===== config.mk =====
export PLATFORM = sky130hd
export DESIGN_NAME = sample_unpacker
export DESIGN_NICKNAME = d
export VERILOG_FILES = /design/src/rtl/unpack_pkg.sv /design/src/rtl/unpack_ctrl.sv /design/src/rtl/unpack_datapath.sv /design/src/rtl/sample_unpacker.sv
export SDC_FILE = /design/constraint.sdc
export NUM_CORES = 2
export LEC_CHECK = 0
export BUFFER_PORTS_ARGS = -buffer_cell sky130_fd_sc_hd__buf_2
export CORE_AREA = 2 2 387 389
export DETAILED_ROUTE_END_ITERATION = 8
export DIE_AREA = 0 0 389 391
export PLACE_DENSITY = 0.61
export SLEW_MARGIN = 0
export SYNTH_ARGS = -nofsm -noshare
export SYNTH_HDL_FRONTEND = slang
export SYNTH_HIERARCHICAL = 1
export SYNTH_SLANG_ARGS = --single-unit

===== constraint.sdc =====
create_clock -name clk -period 1.95 [get_ports clk]
set_clock_uncertainty 0.05 [all_clocks]
set_input_delay 0.195 -clock clk [delete_from_list [all_inputs] [get_ports clk]]
set_output_delay 0.195 -clock clk [all_outputs]
set_load 0.005 [all_outputs]

===== src/rtl/unpack_pkg.sv =====
package unpack_pkg;
  // Packing geometry of one lane word.
  localparam int SAMP_W    = 12;
  localparam int LANE_W    = 32;
  localparam int SPLIT_HI  = 8;   // bits of the straddling sample in the first word
  localparam int SPLIT_LO  = SAMP_W - SPLIT_HI;
  localparam int PER_LANE  = 5;   // samples per lane per frame

  // Strobes from control to datapath.
  typedef struct packed {
    logic holdCarry;  // stage-1 word is a first word: keep its split bits
    logic emitLow;    // stage-2 word is a first word: produce first half
    logic emitHigh;   // stage-2 word is a second word: produce second half
  } strobe_t;
endpackage


===== src/rtl/unpack_ctrl.sv =====
module unpack_ctrl
  import unpack_pkg::*;
(
  input  logic    clk,
  input  logic    rstN,
  input  logic    inValid,
  input  logic    frameStart,
  output strobe_t strb,
  output logic    outValid
);
  logic phaseReg;
  logic curPhase;
  logic v1, p1, v2, p2;

  // 0 = first word of a frame, 1 = second word
  assign curPhase = frameStart ? 1'b0 : phaseReg;

  always_ff @(posedge clk or negedge rstN) begin
    if (!rstN) begin
      phaseReg <= 1'b0;
      v1       <= 1'b0;
      p1       <= 1'b0;
      v2       <= 1'b0;
      p2       <= 1'b0;
      outValid <= 1'b0;
    end else begin
      if (inValid) phaseReg <= ~curPhase;
      v1       <= inValid;
      p1       <= curPhase;
      v2       <= v1;
      p2       <= p1;
      outValid <= v2;
    end
  end

  always_comb begin
    strb.holdCarry = v1 & ~p1;
    strb.emitLow   = v2 & ~p2;
    strb.emitHigh  = v2 &  p2;
  end
endmodule


===== src/rtl/unpack_datapath.sv =====
module unpack_datapath
  import unpack_pkg::*;
#(
  parameter int LANES = 16
) (
  input  logic                                     clk,
  input  logic                                     rstN,
  input  logic [LANES*LANE_W-1:0]                  inData,
  input  strobe_t                                  strb,
  output logic [(PER_LANE*LANES/2)*SAMP_W-1:0]     outData
);
  localparam int IN_W      = LANES * LANE_W;
  localparam int HALF_LN   = LANES / 2;
  localparam int HALF_SMP  = PER_LANE * LANES / 2;
  localparam int OUT_W     = HALF_SMP * SAMP_W;

  logic [IN_W-1:0]           s1Data, s2Data;
  logic [LANES*SPLIT_HI-1:0] carry;
  logic [OUT_W-1:0]          lowWord, highWord;

  always_ff @(posedge clk or negedge rstN) begin
    if (!rstN) begin
      s1Data <= '0;
      s2Data <= '0;
    end else begin
      s1Data <= inData;
      s2Data <= s1Data;
    end
  end

  generate
    for (genvar ln = 0; ln < LANES; ln++) begin : gLane
      localparam int BASE  = (ln < HALF_LN) ? 2*ln : 2*(ln-HALF_LN)+1;
      localparam int LO    = ln * LANE_W;
      // output slot p occupies bits starting at (HALF_SMP-1-p)*SAMP_W
      localparam int POS_A = (HALF_SMP-1-BASE) * SAMP_W;
      localparam int POS_B = (HALF_SMP-1-(BASE+LANES)) * SAMP_W;
      localparam int POS_D = (HALF_SMP-1-(BASE+3*LANES-HALF_SMP)) * SAMP_W;
      localparam int POS_E = (HALF_SMP-1-(BASE+4*LANES-HALF_SMP)) * SAMP_W;

      always_ff @(posedge clk or negedge rstN) begin
        if (!rstN)               carry[ln*SPLIT_HI +: SPLIT_HI] <= '0;
        else if (strb.holdCarry) carry[ln*SPLIT_HI +: SPLIT_HI] <= s1Data[LO +: SPLIT_HI];
      end

      assign lowWord[POS_A +: SAMP_W] = s2Data[LO+20 +: SAMP_W];
      assign lowWord[POS_B +: SAMP_W] = s2Data[LO+8  +: SAMP_W];

      if (BASE < HALF_LN) begin : gSplitLow
        localparam int POS_C = (HALF_SMP-1-(BASE+2*LANES)) * SAMP_W;
        // straddling sample belongs to the first half: next word is in stage 1
        assign lowWord[POS_C +: SAMP_W] =
          {s2Data[LO +: SPLIT_HI], s1Data[LO+LANE_W-SPLIT_LO +: SPLIT_LO]};
      end else begin : gSplitHigh
        localparam int POS_C = (HALF_SMP-1-(BASE+2*LANES-HALF_SMP)) * SAMP_W;
        // straddling sample belongs to the second half: upper bits were held
        assign highWord[POS_C +: SAMP_W] =
          {carry[ln*SPLIT_HI +: SPLIT_HI], s2Data[LO+LANE_W-SPLIT_LO +: SPLIT_LO]};
      end

      assign highWord[POS_D +: SAMP_W] = s2Data[LO+16 +: SAMP_W];
      assign highWord[POS_E +: SAMP_W] = s2Data[LO+4  +: SAMP_W];
    end
  endgenerate

  always_ff @(posedge clk or negedge rstN) begin
    if (!rstN)              outData <= '0;
    else if (strb.emitLow)  outData <= lowWord;
    else if (strb.emitHigh) outData <= highWord;
  end
endmodule


===== src/rtl/sample_unpacker.sv =====
module sample_unpacker
  import unpack_pkg::*;
#(
  parameter int LANES = 16
) (
  input  logic                                 clk,
  input  logic                                 rstN,
  input  logic [LANES*LANE_W-1:0]              inData,
  input  logic                                 inValid,
  input  logic                                 frameStart,
  output logic [(PER_LANE*LANES/2)*SAMP_W-1:0] outData,
  output logic                                 outValid
);
  strobe_t strb;

  unpack_ctrl uCtrl (
    .clk        (clk),
    .rstN       (rstN),
    .inValid    (inValid),
    .frameStart (frameStart),
    .strb       (strb),
    .outValid   (outValid)
  );

  unpack_datapath #(.LANES(LANES)) uDp (
    .clk     (clk),
    .rstN    (rstN),
    .inData  (inData),
    .strb    (strb),
    .outData (outData)
  );
endmodule


Word-level counts from Yosys, hierarchy flattened
Cells that the tools add are included.
Word-level totals
  output and inout bits: 481
  word-level logic and storage cells: 27
  bits of input ports: 516
  register bits after elaboration: 1574
Cells by class
  bitwise operators: 6
  mux-type cells: 3
  reductions and logical operators: 1
Operator list (count)
  480-bit 2-to-1 mux: 2
  1-bit AND: 3
  1-bit NOT: 3
  2-bit nonzero test: 1
  1-bit 2-to-1 mux: 1

Depth between registers and ports, before layout
  depth in word-level cells: 3
  mapped depth: 7
  depth with buffers taken out: 3

Modules after synthesis
Netlist, hierarchy kept.
Modules (own cells, without submodules)
  unpack_datapath: instances 1, cells an instance 3208, sequential area each 38436.9 um2, area each 49130.9 um2
  unpack_ctrl: instances 1, cells an instance 12, sequential area each 150.1 um2, area each 195.2 um2

Least setup slack after synthesis
Ideal clock, no wire load.
  path type: register to register
  from: reg uCtrl.v2
  to: reg uDp.outData[459]
  arrival time: 1.232 ns
  path slack: 0.536 ns
  cell stages (with the launch flop): 8
  data required time: 1.768 ns
  path through: dfrtp_1 > and2_1 > buf_2 > buf_6 > buf_6 > buf_6 > mux2i_1 > o21ai_1
RTL lines
  start: declaration: RTL line unpack_ctrl.sv:13  | logic v1, p1, v2, p2;
  start signal: assignment: RTL line unpack_ctrl.sv:30  | v2 <= v1;
  end signal: assignment: RTL line unpack_datapath.sv:68  | else if (strb.emitLow) outData <= lowWord;
  end signal: assignment: RTL line unpack_datapath.sv:69  | else if (strb.emitHigh) outData <= highWord;
  end: declaration: RTL line unpack_datapath.sv:10  | output logic [(PER_LANE*LANES/2)*SAMP_W-1:0] outData

==> metrics.md <==
| Metric | Value |
|---|---|
| Least-Margin Pin Slew | `0.521 ns` |
| HP Start | `inData[163]` |
| Clk root buf | `clkbuf_16` |
| Power per standard cell area | `1080 mW/mm²` |
| Pin count of the biggest net entering global routing | `99` |
| Row count | `142` |
| Status | `finished, final reports clean` |
| Final setup viols | `0` |
| Sequential share of the synthesized area | `78.2%` |
| Max FO, Critical Path | `49` |
| Max VDD drop | `0.790 mV` |
| Full die area | `0.152 mm²` |
| Initial antenna violation count | `17` |
| Worst setup EP type | `register` |
| Chip height | `391 µm` |
| Share of the synthesized area in the top cell type | `78.2%` |
| Synth unique cells | `15` |
| Hold crit path type | `in2reg` |
| Synthesized area per cell | `15.3 µm²` |
| Initial Util | `33.2%` |
| Count leader, synth | `dfrtp_1` |
| Area after DPL | `0.0574 mm²` |
| Post-DP HPWL | `96.4 mm` |
| Post-synth design cell area | `0.0493 mm²` |
| Mapped Cells | `3220` |
| Final Max Slew Viols | `0` |
| Worst skew pair latency | `0.77 ns` |
| Seq. cell area | `0.0386 mm²` |
| Die W | `389 µm` |
| IO Count | `997` |
| Starting DRT DRC Count | `1717` |
| Worst-path clk slew | `0.06 ns` |
| Worst setup SP type | `register` |
| Ys flop type | `dfrtp_1` |
| Placer Congestion | `0.867` |
| Vias in the first global route | `35868` |
| TritonCTS Buffers | `159` |
| Area of the multi-input gates | `0.00979 mm²` |
| Cell taking the most area after synthesis | `dfrtp_1` |
| Avg WL per Cell | `20.1 µm` |
| Capturing point of the worst reg2reg path | `uDp/outData[255]` |
| Clock Power Share | `40.6%` |
| Reg2reg start | `uCtrl/p2` |
| Clock sink total | `1542` |
| Fin crit share | `91.6%` |
| Slew headroom | `65.2%` |
| RSZ-0062 raised after global routing | `false` |
| Commonest cells post-synth | `dfrtp_1, mux2i_1, nand2_1` |
| First-pass GRT wire length | `221 mm` |
| Static Leak | `32.7 nW` |
| Fin. Hold Viols | `0` |
| Area of the core | `0.149 mm²` |
| Internal power | `58.0 mW` |
| Critical path class | `reg2reg` |
| Asr flop ratio synth | `100%` |
| Gr usage total | `19.2%` |
| Area grow syn2layout | `45.5%` |
| Syn Nets | `3736` |
| Arr. time, crit path | `2.36 ns` |
| Max Cap Viol | `0` |
| Synth top area cells | `dfrtp_1, mux2i_1, nand2_1` |
| Yosys synthesis warning count | `6` |
| Post-route design area | `0.0718 mm²` |
| Worst R2R Path Depth | `5` |
| Vias per cell | `4.53` |
| Vias | `33002` |
| Detail Route Antenna Nets | `0` |
| Setup TNS | `0 ns` |
| Layout cells sized above 1 | `27.3%` |
| Fillers | `12453` |
| Post-synth EDFFs | `0` |
| Max Fclk | `0.560 GHz` |
| Hold path depth | `2` |
| Req. time, crit path | `2.53 ns` |
| Total grt overflow | `0` |
| Clock buffer depth | `3` |
| Sw Share | `25.2%` |
| Resized Gates After CTS | `0` |
| Seq cells post-synth | `1542` |
| H-tree lvl count | `4` |
| Net Sw Power | `19.5 mW` |
| DR pass1 iterations | `5` |
| WHS Endpoint | `uDp/s1Data[163]` |
| Combinational group share of total power | `11.9%` |
| Port buffer count | `996` |
| Fin nets | `5718` |
| Tmin final | `1.79 ns` |
| Final wirelength | `147 mm` |
| Sequential share of power | `47.5%` |
| Residual DRC | `0` |
| TritonCTS clock tree | `done` |
| Flop2flop setup slack | `0.16 ns` |
flip-flops by register name, summed over array words and instances, names as in the netlist:
signal          cells
uCtrl/p2            1
uCtrl/v1            1
uDp/s2Data        480
uCtrl/p1            1
uCtrl/v2            1
uDp/outData       480
uDp/s1Data        512
uDp/carry          64
uCtrl/outValid      1
uCtrl/phaseReg      1
worst max-delay path, cell delays in order, from the launching register on:
cell and delay [ns]:
dfrtp_1 0.41, nor2b_4 0.24, buf_12 0.32, buf_4 0.37, nand2_1 0.11, o21ai_0 0.13
how the worst max path moves through the flow:
stage | start | endpoint | slack [ns] | cells past startpoint
finish | uCtrl/p2 | uDp/outData[255] | 0.16 | 5
global route | uCtrl/p2 | uDp/outData[255] | 0.05 | 5
CTS | uDp/outData[27] | outData[27] | 0.16 | 1
detailed placement | uCtrl/p2 | uDp/outData[159] | 0.21 | 4
global placement | uCtrl/p2 | uDp/outData[159] | 0.27 | 4
floorplan | uCtrl/v2 | uDp/outData[459] | 0.54 | 7
kinds of logic (layout without fill, tap and decap cells):
group | count (synthesis) | after routing | synth area share (%)
flops | 1542 | 1542 | 78.2
mux | 544 | 544 | 11.2
simple gates | 485 | 485 | 3.73
compound gates | 481 | 481 | 4.89
buf+inv | 168 | 2280 | 1.96
other cells | 0 | 14 | 0
placed cells by master (no fill, tap or decap), drive strengths merged, types with 3 or more instances in the layout:
| cell | instances |
|---|---|
| dfrtp | 1542 |
| mux2 | 64 |
| clkbuf | 217 |
| clkinv | 46 |
| clkinvlp | 5 |
| buf | 1114 |
| inv | 9 |
| o21ai | 480 |
| bufinv | 14 |
| nand2 | 480 |
| mux2i | 480 |
| nor2b | 3 |
| dlygate4sd3 | 875 |
| diode | 14 |
final cells by class:
cell class	instances	share of cell area, %
sequential	1542	53.8
timing repair buffer	1989	21.4
multi-input combinational	1510	13.6
clock buffer	217	6.39
tap	1944	3.39
clock inverter	74	1.32
antenna	14	0.0488
per-stage QoR:
stage / power [mW] / worst slack, ns / util, % / cells / hold slack, ns
finish: 77.5 / 0.163 / 48.3 / 7290 / 0.0638
floorplan: 39.8 / 0.536 / - / 3220 / -0.151
CTS: 78.0 / 0.161 / 48.3 / 7273 / 0.0000698
global route: 80.8 / 0.0507 / 48.3 / 7286 / 0.000539
detailed placement: 45.0 / 0.213 / 38.7 / 6109 / 0.110
global placement: 44.8 / 0.266 / 38.7 / 6109 / 0.110
power by group through the flow:
stage	Combinational [mW]	Sequential (mW)	Clock (mW)
floorplan	2.97	36.9	0
global placement	7.59	37.3	0
detailed placement	7.75	37.3	0
CTS	9.17	36.8	32.1
global route	10.1	37.1	33.6
finish	9.20	36.8	31.5
layer usage:
layer | global-route usage (%) | vias up | routed length, µm
met5 | 0 | - | 57
li1 | - | 14828 | -
met4 | 9.63 | 8 | 7760
met2 | 31.5 | 1092 | 71600
met1 | 23.3 | 16709 | 58100
met3 | 4.95 | 365 | 9090
what timing repair did:
action	CTS	global route
buffers inserted	0	0
setup endpoints to repair	0	0
endpoints found under the hold margin	2027	3
hold buffers	873	3
Power figures use the tool's default switching activity.
